File: config.mk
export PLATFORM = sky130hd
export DESIGN_NAME = scan_test_seq
export DESIGN_NICKNAME = d
export VERILOG_FILES = /design/src/rtl/scan_seq_pkg.sv /design/src/rtl/scan_seq_ctrl.sv /design/src/rtl/scan_seq_dp.sv /design/src/rtl/scan_seq_cmp.sv /design/src/rtl/scan_test_seq.sv
export SDC_FILE = /design/constraint.sdc
export NUM_CORES = 1
export LEC_CHECK = 0
export BUFFER_PORTS_ARGS = -buffer_cell sky130_fd_sc_hd__buf_2
export CAP_MARGIN = 20
export CORE_UTILIZATION = 49
export DETAILED_ROUTE_END_ITERATION = 10
export GPL_TIMING_DRIVEN = 0
export PLACE_DENSITY = 0.74
export SYNTH_ARGS = -nofsm -noshare
export SYNTH_HDL_FRONTEND = slang
export SYNTH_SLANG_ARGS = --single-unit
File: constraint.sdc
create_clock -name clk_i -period 1.8 [get_ports clk_i]
set_clock_uncertainty 0.15 [all_clocks]
set_input_delay 0.09 -clock clk_i [delete_from_list [all_inputs] [get_ports clk_i]]
set_output_delay 0.09 -clock clk_i [all_outputs]
set_load 0.05 [all_outputs]
File: src/rtl/scan_seq_pkg.sv
package scan_seq_pkg;
  typedef enum logic [2:0] {
    PH_IDLE,
    PH_SHIFT,
    PH_CAPT,
    PH_UNLOAD,
    PH_FINAL
  } phase_e;
endpackage

File: src/rtl/scan_seq_ctrl.sv
module scan_seq_ctrl
  import scan_seq_pkg::*;
#(
  parameter int unsigned STATE_W = 4,
  parameter int unsigned NUM_VEC = 5,
  parameter int unsigned BIT_W   = 2,
  parameter int unsigned IDX_W   = 3,
  parameter int unsigned CYC_W   = 5
) (
  input  logic             clk_i,
  input  logic             rst_ni,
  input  logic             start_i,
  output phase_e           phase_o,
  output logic [BIT_W-1:0] bit_o,
  output logic [IDX_W-1:0] vec_o,
  output logic             have_prev_o,
  output logic [CYC_W-1:0] cyc_o
);
  localparam logic [BIT_W-1:0] BIT_LAST = BIT_W'(STATE_W - 1);
  localparam logic [BIT_W-1:0] UNL_LAST = BIT_W'((STATE_W > 1) ? STATE_W - 2 : 0);
  localparam logic [IDX_W-1:0] VEC_LAST = IDX_W'(NUM_VEC - 1);
  localparam bit               HAS_UNL  = (STATE_W > 1);

  phase_e           phase_q;
  logic [BIT_W-1:0] bit_q;
  logic [IDX_W-1:0] vec_q;
  logic [CYC_W-1:0] cyc_q;
  logic             prev_q;

  always_ff @(posedge clk_i or negedge rst_ni) begin
    if (!rst_ni) begin
      phase_q <= PH_IDLE;
      bit_q   <= '0;
      vec_q   <= '0;
      cyc_q   <= '0;
      prev_q  <= 1'b0;
    end else begin
      unique case (phase_q)
        PH_IDLE: begin
          if (start_i) begin
            phase_q <= PH_SHIFT;
            bit_q   <= '0;
            vec_q   <= '0;
            cyc_q   <= '0;
            prev_q  <= 1'b0;
          end
        end
        PH_SHIFT: begin
          cyc_q <= cyc_q + 1'b1;
          if (bit_q == BIT_LAST) phase_q <= PH_CAPT;
          else bit_q <= bit_q + 1'b1;
        end
        PH_CAPT: begin
          cyc_q  <= cyc_q + 1'b1;
          prev_q <= 1'b1;
          bit_q  <= '0;
          if (vec_q == VEC_LAST) begin
            if (HAS_UNL) begin
              phase_q <= PH_UNLOAD;
            end else begin
              phase_q <= PH_FINAL;
              bit_q   <= BIT_LAST;
            end
          end else begin
            vec_q   <= vec_q + 1'b1;
            phase_q <= PH_SHIFT;
          end
        end
        PH_UNLOAD: begin
          cyc_q <= cyc_q + 1'b1;
          if (bit_q == UNL_LAST) begin
            phase_q <= PH_FINAL;
            bit_q   <= BIT_LAST;  // last bit sits at chain end
          end else begin
            bit_q <= bit_q + 1'b1;
          end
        end
        PH_FINAL: phase_q <= PH_IDLE;
        default:  phase_q <= PH_IDLE;
      endcase
    end
  end

  assign phase_o     = phase_q;
  assign bit_o       = bit_q;
  assign vec_o       = vec_q;
  assign have_prev_o = prev_q;
  assign cyc_o       = cyc_q;
endmodule

File: src/rtl/scan_seq_dp.sv
module scan_seq_dp
  import scan_seq_pkg::*;
#(
  parameter int unsigned STATE_W = 4,
  parameter int unsigned PI_W    = 3,
  parameter int unsigned BIT_W   = 2
) (
  input  logic               clk_i,
  input  logic               rst_ni,
  input  phase_e             phase_i,
  input  logic [BIT_W-1:0]   bit_i,
  input  logic [STATE_W-1:0] vec_state_i,
  input  logic [PI_W-1:0]    vec_pi_i,
  input  logic [STATE_W-1:0] vec_exp_state_i,
  output logic               scan_en_o,
  output logic               scan_in_o,
  output logic [PI_W-1:0]    pi_o,
  output logic               exp_bit_o
);
  logic [STATE_W-1:0] state_rev;
  logic [STATE_W-1:0] exp_rev;
  logic [STATE_W-1:0] prev_exp_q;

  // bit order reversal: far end of the chain goes first
  for (genvar g = 0; g < STATE_W; g++) begin : g_rev
    assign state_rev[g] = vec_state_i[STATE_W-1-g];
    assign exp_rev[g]   = prev_exp_q[STATE_W-1-g];
  end

  // expected capture held so the memory needs a single address
  always_ff @(posedge clk_i or negedge rst_ni) begin
    if (!rst_ni)                 prev_exp_q <= '0;
    else if (phase_i == PH_CAPT) prev_exp_q <= vec_exp_state_i;
  end

  assign scan_en_o = (phase_i == PH_SHIFT) || (phase_i == PH_UNLOAD);
  assign scan_in_o = (phase_i == PH_SHIFT) && state_rev[bit_i];
  assign pi_o      = (phase_i == PH_CAPT) ? vec_pi_i : '0;
  assign exp_bit_o = exp_rev[bit_i];
endmodule

File: src/rtl/scan_seq_cmp.sv
module scan_seq_cmp
  import scan_seq_pkg::*;
#(
  parameter int unsigned PO_W = 2
) (
  input  logic            clk_i,
  input  logic            rst_ni,
  input  logic            start_i,
  input  phase_e          phase_i,
  input  logic            have_prev_i,
  input  logic            scan_out_i,
  input  logic            exp_bit_i,
  input  logic [PO_W-1:0] po_i,
  input  logic [PO_W-1:0] exp_po_i,
  output logic            fail_o,
  output logic            done_o
);
  logic obs_chain, bad_chain, bad_po;
  logic fail_q, done_q;

  assign obs_chain = ((phase_i == PH_SHIFT) && have_prev_i) ||
                     (phase_i == PH_UNLOAD) || (phase_i == PH_FINAL);
  assign bad_chain = obs_chain && (scan_out_i != exp_bit_i);
  assign bad_po    = (phase_i == PH_CAPT) && (po_i != exp_po_i);

  always_ff @(posedge clk_i or negedge rst_ni) begin
    if (!rst_ni) begin
      fail_q <= 1'b0;
      done_q <= 1'b0;
    end else begin
      done_q <= (phase_i == PH_FINAL);
      if ((phase_i == PH_IDLE) && start_i) fail_q <= 1'b0;
      else if (bad_chain || bad_po)        fail_q <= 1'b1;
    end
  end

  assign fail_o = fail_q;
  assign done_o = done_q;
endmodule

File: src/rtl/scan_test_seq.sv
module scan_test_seq
  import scan_seq_pkg::*;
#(
  parameter int unsigned STATE_W = 4,
  parameter int unsigned PI_W    = 3,
  parameter int unsigned PO_W    = 2,
  parameter int unsigned NUM_VEC = 5,
  localparam int unsigned IDX_W  = (NUM_VEC > 1) ? $clog2(NUM_VEC) : 1,
  localparam int unsigned TOTAL  = NUM_VEC * (STATE_W + 1) + STATE_W - 1,
  localparam int unsigned CYC_W  = $clog2(TOTAL + 1)
) (
  input  logic               clk_i,
  input  logic               rst_ni,
  input  logic               start_i,
  output logic               scan_en_o,
  output logic               scan_in_o,
  input  logic               scan_out_i,
  output logic [PI_W-1:0]    pi_o,
  input  logic [PO_W-1:0]    po_i,
  output logic [IDX_W-1:0]   vec_idx_o,
  input  logic [STATE_W-1:0] vec_state_i,
  input  logic [PI_W-1:0]    vec_pi_i,
  input  logic [STATE_W-1:0] vec_exp_state_i,
  input  logic [PO_W-1:0]    vec_exp_po_i,
  output logic               fail_o,
  output logic               done_o,
  output logic [CYC_W-1:0]   cycle_cnt_o
);
  localparam int unsigned BIT_W = (STATE_W > 1) ? $clog2(STATE_W) : 1;

  phase_e           phase;
  logic [BIT_W-1:0] bit_idx;
  logic             have_prev;
  logic             exp_bit;

  scan_seq_ctrl #(
    .STATE_W(STATE_W), .NUM_VEC(NUM_VEC),
    .BIT_W(BIT_W), .IDX_W(IDX_W), .CYC_W(CYC_W)
  ) u_ctrl (
    .clk_i      (clk_i),
    .rst_ni     (rst_ni),
    .start_i    (start_i),
    .phase_o    (phase),
    .bit_o      (bit_idx),
    .vec_o      (vec_idx_o),
    .have_prev_o(have_prev),
    .cyc_o      (cycle_cnt_o)
  );

  scan_seq_dp #(
    .STATE_W(STATE_W), .PI_W(PI_W), .BIT_W(BIT_W)
  ) u_dp (
    .clk_i          (clk_i),
    .rst_ni         (rst_ni),
    .phase_i        (phase),
    .bit_i          (bit_idx),
    .vec_state_i    (vec_state_i),
    .vec_pi_i       (vec_pi_i),
    .vec_exp_state_i(vec_exp_state_i),
    .scan_en_o      (scan_en_o),
    .scan_in_o      (scan_in_o),
    .pi_o           (pi_o),
    .exp_bit_o      (exp_bit)
  );

  scan_seq_cmp #(
    .PO_W(PO_W)
  ) u_cmp (
    .clk_i      (clk_i),
    .rst_ni     (rst_ni),
    .start_i    (start_i),
    .phase_i    (phase),
    .have_prev_i(have_prev),
    .scan_out_i (scan_out_i),
    .exp_bit_i  (exp_bit),
    .po_i       (po_i),
    .exp_po_i   (vec_exp_po_i),
    .fail_o     (fail_o),
    .done_o     (done_o)
  );
endmodule

Word-level counts from Yosys, hierarchy flattened
Index checks and enable logic that the tools add are counted.
{"block": "totals", "ff_bits": 20, "latch_bits": 0, "ram_bits": 0, "romBits": 0, "output_inout_bits": 15, "word_cells": 69, "n_memories": 0}
{"block": "classes", "add_sub_neg": 3, "mul": 0, "div": 0, "magnitude_cmp": 1, "eq_ne": 14, "shift": 0, "muxes": 23, "bitwise": 0, "reduce_logical": 20}
{"cell": "$mux W3", "n": 6}
{"cell": "$pmux W3 S4", "n": 1}
{"cell": "$ne A2 B2 Y1 const B", "n": 5}
{"cell": "$pmux W5 S2", "n": 1}
{"cell": "$reduce_and A3 Y1", "n": 3}
{"cell": "$mux W2", "n": 4}
{"cell": "$pmux W2 S4", "n": 1}
{"cell": "$eq A3 B2 Y1 const B", "n": 2}
{"cell": "$eq A3 B3 Y1 const B", "n": 2}
{"cell": "$pmux W3 S2", "n": 1}
{"cell": "$reduce_bool A2 Y1", "n": 3}
{"cell": "$add A5 B1 Y5 const B", "n": 1}
{"cell": "$logic_and A1 B1 Y1", "n": 5}
{"cell": "$mux W1", "n": 5}
{"cell": "$mux W5", "n": 1}
{"cell": "$bmux W1 S2", "n": 2}
{"cell": "$eq A2 B2 Y1 const B", "n": 2}
{"cell": "$logic_or A1 B1 Y1", "n": 4}
{"cell": "$reduce_and A2 Y1", "n": 2}
{"cell": "$reduce_bool A4 Y1", "n": 1}
{"cell": "$add A3 B1 Y3 const B", "n": 1}
{"cell": "$eq A3 B1 Y1 const B", "n": 1}
{"cell": "$logic_not A3 Y1", "n": 1}
{"cell": "$lt A2 B3 Y1 const B", "n": 1}
{"cell": "5 further kinds", "n": 5}

Depth between registers and ports, before layout
Gate-level depths: netlist (run 1).
{"block": "logic_depth", "word_depth": 8, "ltp_mapped": 6, "depth_no_buf": 6}

Cells and area by module
Synthesis (run 1) repeated with hierarchy kept, for this count alone.
{"block": "hier_totals", "hier_cells": 103, "hier_area_um2": 1141.1}
{"mod": "scan_seq_ctrl", "instances": 1, "cells_per_inst": 73, "area_each_um2": 762.0, "seq_area_each_um2": 350.3}
{"mod": "scan_seq_dp", "instances": 1, "cells_per_inst": 16, "area_each_um2": 246.5, "seq_area_each_um2": 100.1}
{"mod": "scan_seq_cmp", "instances": 1, "cells_per_inst": 14, "area_each_um2": 132.6, "seq_area_each_um2": 50.0}

Worst setup path before layout (run 1)
No wires, ideal clock.
{"block": "synth_timing", "path_kind": "register -> output", "startpoint": "reg u_ctrl.bit_q[0], in the netlist u_ctrl.bit_o[0]", "endpoint": "out scan_in_o", "arrival_ns": 1.913, "required_time_ns": 1.560, "path_slack_ns": -0.353, "path_stages_with_launch": 3, "n_path_buf": 0, "path_cell_list": "dfrtp_1 > mux4_2 > nor3b_1"}
{"block": "synth_between", "elab_chain_cells": 3}
{"element": "start, declared", "line_no": "scan_seq_ctrl.sv:25", "text": "logic [BIT_W-1:0] bit_q;"}
{"element": "start signal, assigned", "line_no": "scan_seq_ctrl.sv:51", "text": "else bit_q <= bit_q + 1'b1;"}
{"element": "start signal, assigned", "line_no": "scan_seq_ctrl.sv:75", "text": "bit_q <= bit_q + 1'b1;"}
{"element": "$bmux W1 S2", "line_no": "scan_seq_dp.sv:37", "text": "assign scan_in_o = (phase_i == PH_SHIFT) && state_rev[bit_i];"}
{"element": "$mux W1 (not written as such)", "line_no": "scan_seq_dp.sv:37"}
{"element": "$logic_and A1 B1 Y1", "line_no": "scan_seq_dp.sv:37"}
{"element": "end, declared", "line_no": "scan_test_seq.sv:16", "text": "output logic scan_in_o,"}
No other way between the ends. The select of a mux whose other input is x is not followed.

Final worst setup path (run 1)
Same ends and word-level chain as after synthesis.

==> run_results.csv, run 1 <==
group,metric,value,unit
global_route,grt_use_total,0.204,
placement,pre_cts_ws,0.0782,ns
synthesis,yosysMostFrequentCell,"sky130_fd_sc_hd__dfrtp_1",
synthesis,ys_warns,0,
timing,total_negative_slack,0,ns
detailed_routing,routed-via-count,912,
power_and_ir_drop,seq_power_share,0.317,
run,max_cap_violations,0,
global_route,antenna_found_initial,0,
detailed_routing,count_of_tritonroute_iterations_in_the_first_routing_pass,4,
layout,drive_gt1_frac,0.408,
die,fp.dieH,49.2,um
power_and_ir_drop,vdd_ir_drop_max,1.28,mV
global_route,grt_max_degree,21,
setup_path,timing.setup.critical_path_class,"register to output pin",
detailed_routing,finalWirelength,2.21,mm
timing,maxSlewHeadroom,0.706,
power_and_ir_drop,share_of_total_power_consumed_by_net_switching,0.462,
synthesis,synthFlopType,"sky130_fd_sc_hd__dfrtp_1",
setup_path,critical_path_peak_fanout,2,
run_status,status,"finished clean",
detailed_routing,drc,0,
timing,rsz_0062_raised_after_global_routing,"false",
clock_tree,worst_setup_hold_path_clk_slew,0.12,ns
clock_tree,h-tree-depth,1,
synthesis,synth.area.top_cells,"sky130_fd_sc_hd__dfrtp_1 46%, sky130_fd_sc_hd__ha_1 5.7%, sky130_fd_sc_hd__mux2_2 5.1%, sky130_fd_sc_hd__mux4_2 4.1%, sky130_fd_sc_hd__xnor2_1 4.0%",
timing,setup_ws,0.0718,ns
global_route,grt_first_pass_wirelength,3.85,mm
detailed_routing,via_per_inst,5.40,
synthesis,synth_top_area_cell,"sky130_fd_sc_hd__dfrtp_1",
setup_path,crit_path_end_kind,"output pin",
synthesis,syn-instance-count,98,
synthesis,syn-num-nets,122,
timing,clock.fmax,0.579,GHz
layout,fill_cells,156,
placement,numPortBuffers,33,
power_and_ir_drop,clkPwrFrac,0.105,
setup_path,start_kind,"register",
power_and_ir_drop,static-leakage-power,0.705,nW
timing,post-route-period-util,0.960,
die,die_width,49.2,um
power_and_ir_drop,power_per_cell_area,1730,mW/mm^2
synthesis,netlist.area_leader.share,0.458,
synthesis,synth.ff_latch_count,20,
synthesis,ys_seq_area_frac,0.458,
placement,numPlacedInstances,158,
clock_tree,cts_root_buf,"sky130_fd_sc_hd__clkbuf_4",
clock_tree,clock_latency,0.30,ns
clock_tree,clkSinkCount,20,
die,die-area,0.00242,mm^2
clock_tree,tritoncts_clock_tree,"done",
detailed_routing,ant_nets,0,
clock_tree,clock_tree.buffer_depth,2,
global_route,grt_overflow,0,
timing,final_period_minus_worst_setup_slack,1.73,ns
timing,hold_viol_final,0,
power_and_ir_drop,total_power,2.46,mW
die,initial_util,0.541,
die,io_pins,34,
setup_path,worst-endpoint-required,1.56,ns
power_and_ir_drop,netSwitchingPower,1.14,mW
power_and_ir_drop,comb_power_share,0.578,
layout,layout.nets,167,
clock_tree,tritoncts.num_buffers,3,
detailed_routing,drt_iter0_drc,10,
die,placement_rows,16,
synthesis,synth.cell_area,0.00109,mm^2
synthesis,ys_types,36,
placement,hpwlAfterDp,1.64,mm
hold_path,hold_path_class,"input port to register",
die,design.core.area,0.00202,mm^2
layout,insertedDiodeCount,0,
timing,worst_pin_slew,0.442,ns
synthesis,top_cells_by_instance_count_after_synthesis,"20 x sky130_fd_sc_hd__dfrtp_1, 11 x sky130_fd_sc_hd__nor2_1, 7 x sky130_fd_sc_hd__nand2_1",
power_and_ir_drop,intPower,1.33,mW
global_route,first_global_vias,928,
timing,setup_viol_count_final,0,
setup_path,worst-endpoint-arrival,1.49,ns
layout,areaGrowthSynthToFinish,30.5,%
layout,final_cell_count_no_fill,169,
placement,place_area,0.00130,mm^2
synthesis,synthArstFlopShare,1.00,
synthesis,syn_area_per_cell,11.2,um^2
placement,finalWeightedCongestion,0.721,
timing,timing.final.max_slew_violations,0,
detailed_routing,post_drt_wl_per_cell,13.1,um
synthesis,number_of_flops_mapped_to_enable_cells_by_yosys,0,
layout,final_cell_area,0.00143,mm^2
[sequential cells by signal, indices dropped and copies added, names as in the netlist]
register            count
u_dp.prev_exp_q         4
u_ctrl.phase_o          3
u_cmp.fail_o            1
u_ctrl.cyc_o            5
u_ctrl.have_prev_o      1
u_cmp.done_o            1
u_ctrl.vec_o            3
u_ctrl.bit_o            2
[repair_timing]
action / 4_1_cts / 5_1_grt
hold endpoints to repair: 25 / 0
hold buffers: 6 / 0
setup endpoints to repair: 4 / 5
buffers inserted: 1 / 0
gates resized for setup: 4 / 5
[cell usage in the layout, fill, tap and decap left out, types with 2 or more instances in the layout]
cell type and n:
sky130_fd_sc_hd__a21oi_1 2, sky130_fd_sc_hd__a22o_1 3, sky130_fd_sc_hd__and3_1 3, sky130_fd_sc_hd__buf_2 32
sky130_fd_sc_hd__buf_4 2, sky130_fd_sc_hd__buf_6 3, sky130_fd_sc_hd__clkbuf_4 4, sky130_fd_sc_hd__dfrtp_1 19
sky130_fd_sc_hd__dlygate4sd3_1 6, sky130_fd_sc_hd__ha_1 5, sky130_fd_sc_hd__inv_1 4, sky130_fd_sc_hd__mux2_2 5
sky130_fd_sc_hd__mux4_2 2, sky130_fd_sc_hd__nand2_1 7, sky130_fd_sc_hd__nand3_1 4, sky130_fd_sc_hd__nor2_1 10
sky130_fd_sc_hd__xnor2_1 5, sky130_fd_sc_hd__xor2_1 2
[kinds of logic after synthesis]
logic type / count (synthesis) / synth area share
simple gates: 32 / 0.154
flops: 20 / 0.458
compound gates: 16 / 0.113
buf+inv: 9 / 0.0492
mux: 9 / 0.112
xor+xnor: 7 / 0.0561
fa+ha+maj: 5 / 0.0572
[critical path, cell delays in order (launching register included)]
cell	delay, ns
sky130_fd_sc_hd__dfrtp_2	0.39
sky130_fd_sc_hd__mux4_2	0.48
sky130_fd_sc_hd__nor3b_2	0.17
sky130_fd_sc_hd__buf_6	0.15
[layout make-up]
cell class / count / area (um^2) / share of cell area
Clock buffer: 4 / 36.3 / 0.0254
Inverter: 4 / 15.0 / 0.0105
Tap cell: 27 / 33.8 / 0.0237
Timing Repair Buffer: 40 / 241 / 0.169
Sequential cell: 20 / 502 / 0.351
Buffer: 5 / 40.0 / 0.0280
Multi-Input combinational cell: 69 / 559 / 0.392
[final timing paths]
path,from,endpoint,slack (ns),cells after the start
setup / recovery,u_ctrl.bit_o[0],scan_in_o,0.07,3
hold / removal,po_i[1],u_cmp.fail_o,0.006,5
setup reg to reg,u_ctrl.phase_o[2],u_ctrl.cyc_o[0],0.14,4
hold reg to reg,u_ctrl.have_prev_o,u_ctrl.have_prev_o,0.35,1
max in group asynchronous,rst_ni,u_ctrl.bit_o[0],1.07,2
min in group asynchronous,rst_ni,u_dp.prev_exp_q[1],0.10,2
[metal layers]
metal	share of wire	track usage	routed length [um]	vias up
met5	0	0	0	-
met4	0.014	0.0735	30	0
met3	0.051	0.0312	112	5
met2	0.51	0.361	1130	32
met1	0.42	0.249	930	439
li1	-	-	-	436
[through the flow]
step / util / hold WS [ns]
floorplan: - / -0.356
global placement: 0.642 / -0.0931
detailed placement: 0.642 / -0.0874
CTS: 0.697 / 0.00633
global route: 0.706 / 0.0239
finish: 0.706 / 0.00550
[power by group through the flow]
stage	Clock [mW]	Combinational (mW)	Sequential, mW
after floorplan	0	0.786	1.05
after global placement	0	1.29	0.788
after detailed placement	0	1.34	0.804
after CTS	0.262	1.40	0.782
after global routing	0.287	1.54	0.810
final	0.260	1.42	0.781
(Power assumes the default switching activity.)
==> inputs of run 2 (changes only) <==
--- a/config.mk
+++ b/config.mk
@@ -5,12 +5,13 @@
 export SDC_FILE = /design/constraint.sdc
 export NUM_CORES = 1
 export LEC_CHECK = 0
+export ABC_AREA = 1
 export BUFFER_PORTS_ARGS = -buffer_cell sky130_fd_sc_hd__buf_2
 export CAP_MARGIN = 20
-export CORE_UTILIZATION = 49
+export CORE_UTILIZATION = 50
 export DETAILED_ROUTE_END_ITERATION = 10
 export GPL_TIMING_DRIVEN = 0
-export PLACE_DENSITY = 0.74
+export PLACE_DENSITY = 0.75
 export SYNTH_ARGS = -nofsm -noshare
 export SYNTH_HDL_FRONTEND = slang
 export SYNTH_SLANG_ARGS = --single-unit
==> run 2 against run 1 <==
Effect of this change: die area fell by 1.3%; critical path type unchanged; sequential power rose by 2%; fmax rose by 1.1%; highest routed layer is now met3; synthesized cell count rose by 45%; power rose by 5.9%.
==> run_results.csv, run 2 <==
group,metric,value,unit
detailed_routing,routed_met2_length,1.22,mm
setup_path,critical_path_peak_fanout,4,
setup_path,timing.setup.critical_path_class,"register to output pin",
layout,areaGrowthSynthToFinish,32.8,%
global_route,first_global_vias,956,
layout,final_cell_count_no_fill,214,
die,fp.dieH,48.9,um
layout,layout_commonest_cell,"sky130_fd_sc_hd__nand2_1",
synthesis,yosysMostFrequentCell,"sky130_fd_sc_hd__nand2_1",
run,max_cap_violations,0,
placement,pre_cts_ws,0.311,ns
setup_path,worst-endpoint-required,1.56,ns
detailed_routing,via_per_inst,4.85,
clock_tree,clock_tree.buffer_depth,2,
clock_tree,worst_setup_hold_path_clk_slew,0.12,ns
detailed_routing,finalWirelength,2.35,mm
detailed_routing,post_drt_wl_per_cell,11.0,um
synthesis,netlist.area_leader.share,0.455,
power_and_ir_drop,vdd_ir_drop_max,1.25,mV
global_route,grt_overflow,0,
timing,maxSlewHeadroom,0.698,
detailed_routing,count_of_tritonroute_iterations_in_the_first_routing_pass,5,
layout,drive_gt1_frac,0.283,
setup_path,worst_r2r_startpoint,"u_ctrl.phase_o[2]",
clock_tree,clkSinkCount,20,
synthesis,synth.cell_area,0.00110,mm^2
placement,finalWeightedCongestion,0.788,
global_route,antenna_found_initial,0,
hold_path,hold-path-endpoint,"u_cmp.fail_o",
placement,numPlacedInstances,202,
clock_tree,tritoncts_clock_tree,"done",
detailed_routing,routed-via-count,1038,
die,die_width,48.9,um
clock_tree,h-tree-depth,1,
power_and_ir_drop,power_per_cell_area,1780,mW/mm^2
die,placement_rows,16,
synthesis,top_cells_by_instance_count_after_synthesis,"35 x sky130_fd_sc_hd__nand2_1, 21 x sky130_fd_sc_hd__inv_1, 20 x sky130_fd_sc_hd__dfrtp_1, 15 x sky130_fd_sc_hd__nor2_1, 13 x sky130_fd_sc_hd__o21ai_0",
timing,setup_ws,0.0906,ns
hold_path,hold_path_class,"input port to register",
synthesis,synth_top_area_cell,"sky130_fd_sc_hd__dfrtp_1",
timing,timing.final.max_slew_violations,0,
setup_path,worst-r2r-setup-slack,0.36,ns
run_status,status,"finished clean",
die,design.core.area,0.00202,mm^2
layout,most-common-layout-cells,"35 x sky130_fd_sc_hd__nand2_1, 29 x sky130_fd_sc_hd__buf_2, 20 x sky130_fd_sc_hd__inv_1",
global_route,grt_use_total,0.216,
synthesis,ys_types,20,
hold_path,hold_path.startpoint,"po_i[1]",
detailed_routing,routed_metal_1_wirelength,1.06,mm
detailed_routing,ant_nets,0,
synthesis,number_of_flops_mapped_to_enable_cells_by_yosys,0,
setup_path,start_kind,"register",
die,initial_util,0.545,
layout,layout.nets,212,
setup_path,crit_path_end_kind,"output pin",
detailed_routing,route.top_layer_used,"met3",
synthesis,synth.area.top_cells,"sky130_fd_sc_hd__dfrtp_1 45%, sky130_fd_sc_hd__nand2_1 12%, sky130_fd_sc_hd__inv_1 7.2%, sky130_fd_sc_hd__o21ai_0 5.9%, sky130_fd_sc_hd__ha_1 5.7%",
synthesis,ys_warns,0,
timing,clock.fmax,0.585,GHz
synthesis,synth.ff_latch_count,20,
power_and_ir_drop,total_power,2.61,mW
detailed_routing,drc,0,
timing,post-route-period-util,0.950,
clock_tree,clock_latency,0.30,ns
layout,largest_reg_flops,5,
layout,final_cell_area,0.00146,mm^2
placement,numPortBuffers,33,
layout,insertedDiodeCount,0,
power_and_ir_drop,static-leakage-power,0.798,nW
synthesis,syn_area_per_cell,7.75,um^2
placement,hpwlAfterDp,1.63,mm
global_route,grt_first_pass_wirelength,3.97,mm
synthesis,syn-instance-count,142,
timing,setup_viol_count_final,0,
synthesis,synthFlopType,"sky130_fd_sc_hd__dfrtp_1",
clock_tree,tritoncts.num_buffers,3,
setup_path,worst-endpoint-arrival,1.47,ns
timing,hold_viol_final,0,
timing,final_period_minus_worst_setup_slack,1.71,ns
timing,worst_pin_slew,0.452,ns
detailed_routing,routed-wl-met3,75,um
die,die-area,0.00239,mm^2
hold_path,timing.hold.worst_path_depth,5,
global_route,grt_max_degree,21,
setup_path,crit-reg2reg-capture,"u_ctrl.phase_o[1]",
clock_tree,cts_root_buf,"sky130_fd_sc_hd__clkbuf_4",
setup_path,worstRegToRegCells,7,
placement,place_area,0.00130,mm^2
detailed_routing,drt_iter0_drc,27,
synthesis,syn-num-nets,166,
die,io_pins,34,
synthesis,ys_seq_area_frac,0.455,
synthesis,synthArstFlopShare,1.00,
-- run 2: worst max-delay path by stage --
stage	startpoint	slack, ns	cells past startpoint	endpoint
after detailed placement	u_ctrl.phase_o[2]	0.31	6	scan_in_o
final	u_ctrl.phase_o[2]	0.09	6	scan_in_o
after global placement	u_ctrl.phase_o[2]	0.35	6	scan_in_o
after global routing	u_ctrl.phase_o[2]	-0.01	6	scan_in_o
after floorplan	u_ctrl.phase_o[2]	0.01	5	scan_in_o
after CTS	u_ctrl.phase_o[2]	0.01	4	pi_o[1]
-- run 2: layout make-up --
cell class                 instances  area, um^2
sequential                        20         503
clock buffer                       3        22.5
inverter                          23        86.3
tap                               27        33.8
clock inverter                     1        30.0
timing repair buffer              41         256
fill                             165         559
multi-input combinational         99         531
-- run 2: kinds of logic (layout without fill, tap and decap cells) --
kind of cell	after synthesis	count (layout)	share of synthesized area
and+or+nand+nor	66	66	0.253
AOI/OAI and AO/OA	24	24	0.125
adders and majority gates	5	5	0.0568
DFF	20	20	0.455
buffers and inverters	23	68	0.0784
xor gates and xnor gates	4	4	0.0318
-- run 2: timing repair --
action	CTS	global route
resized for setup	1	10
endpoints found under the setup margin	1	4
hold endpoints to repair	25	0
setup buffers	1	0
hold buffers	7	0
-- run 2: power breakdown --
| part | internal, mW | total (mW) | switching (mW) |
|---|---|---|---|
| Sequential | 0.634 | 0.800 | 0.166 |
| Combinational | 0.453 | 1.44 | 0.992 |
| Clock | 0.225 | 0.364 | 0.140 |
-- run 2: layer usage --
layer | GRT usage | vias to the layer above
met5 | 0 | -
met4 | 0.0294 | 0
met3 | 0.0592 | 0
met2 | 0.407 | 25
met1 | 0.245 | 474
li1 | - | 539
-- run 2: critical path, stage by stage, from the launching register on --
cell	delay [ns]
sky130_fd_sc_hd__dfrtp_2	0.47
sky130_fd_sc_hd__inv_2	0.07
sky130_fd_sc_hd__nand2_1	0.09
sky130_fd_sc_hd__nor2_2	0.13
sky130_fd_sc_hd__inv_1	0.10
sky130_fd_sc_hd__a21oi_2	0.14
sky130_fd_sc_hd__buf_6	0.18
-- run 2: per-stage QoR --
stage	hold slack, ns	TNS (ns)	utilization
after CTS	0.0140	0	0.710
after detailed placement	-0.0871	0	0.644
after floorplan	-0.356	0	-
final	0.0260	0	0.723
after global routing	0.0554	-0.0120	0.723
after global placement	-0.0897	0	0.644
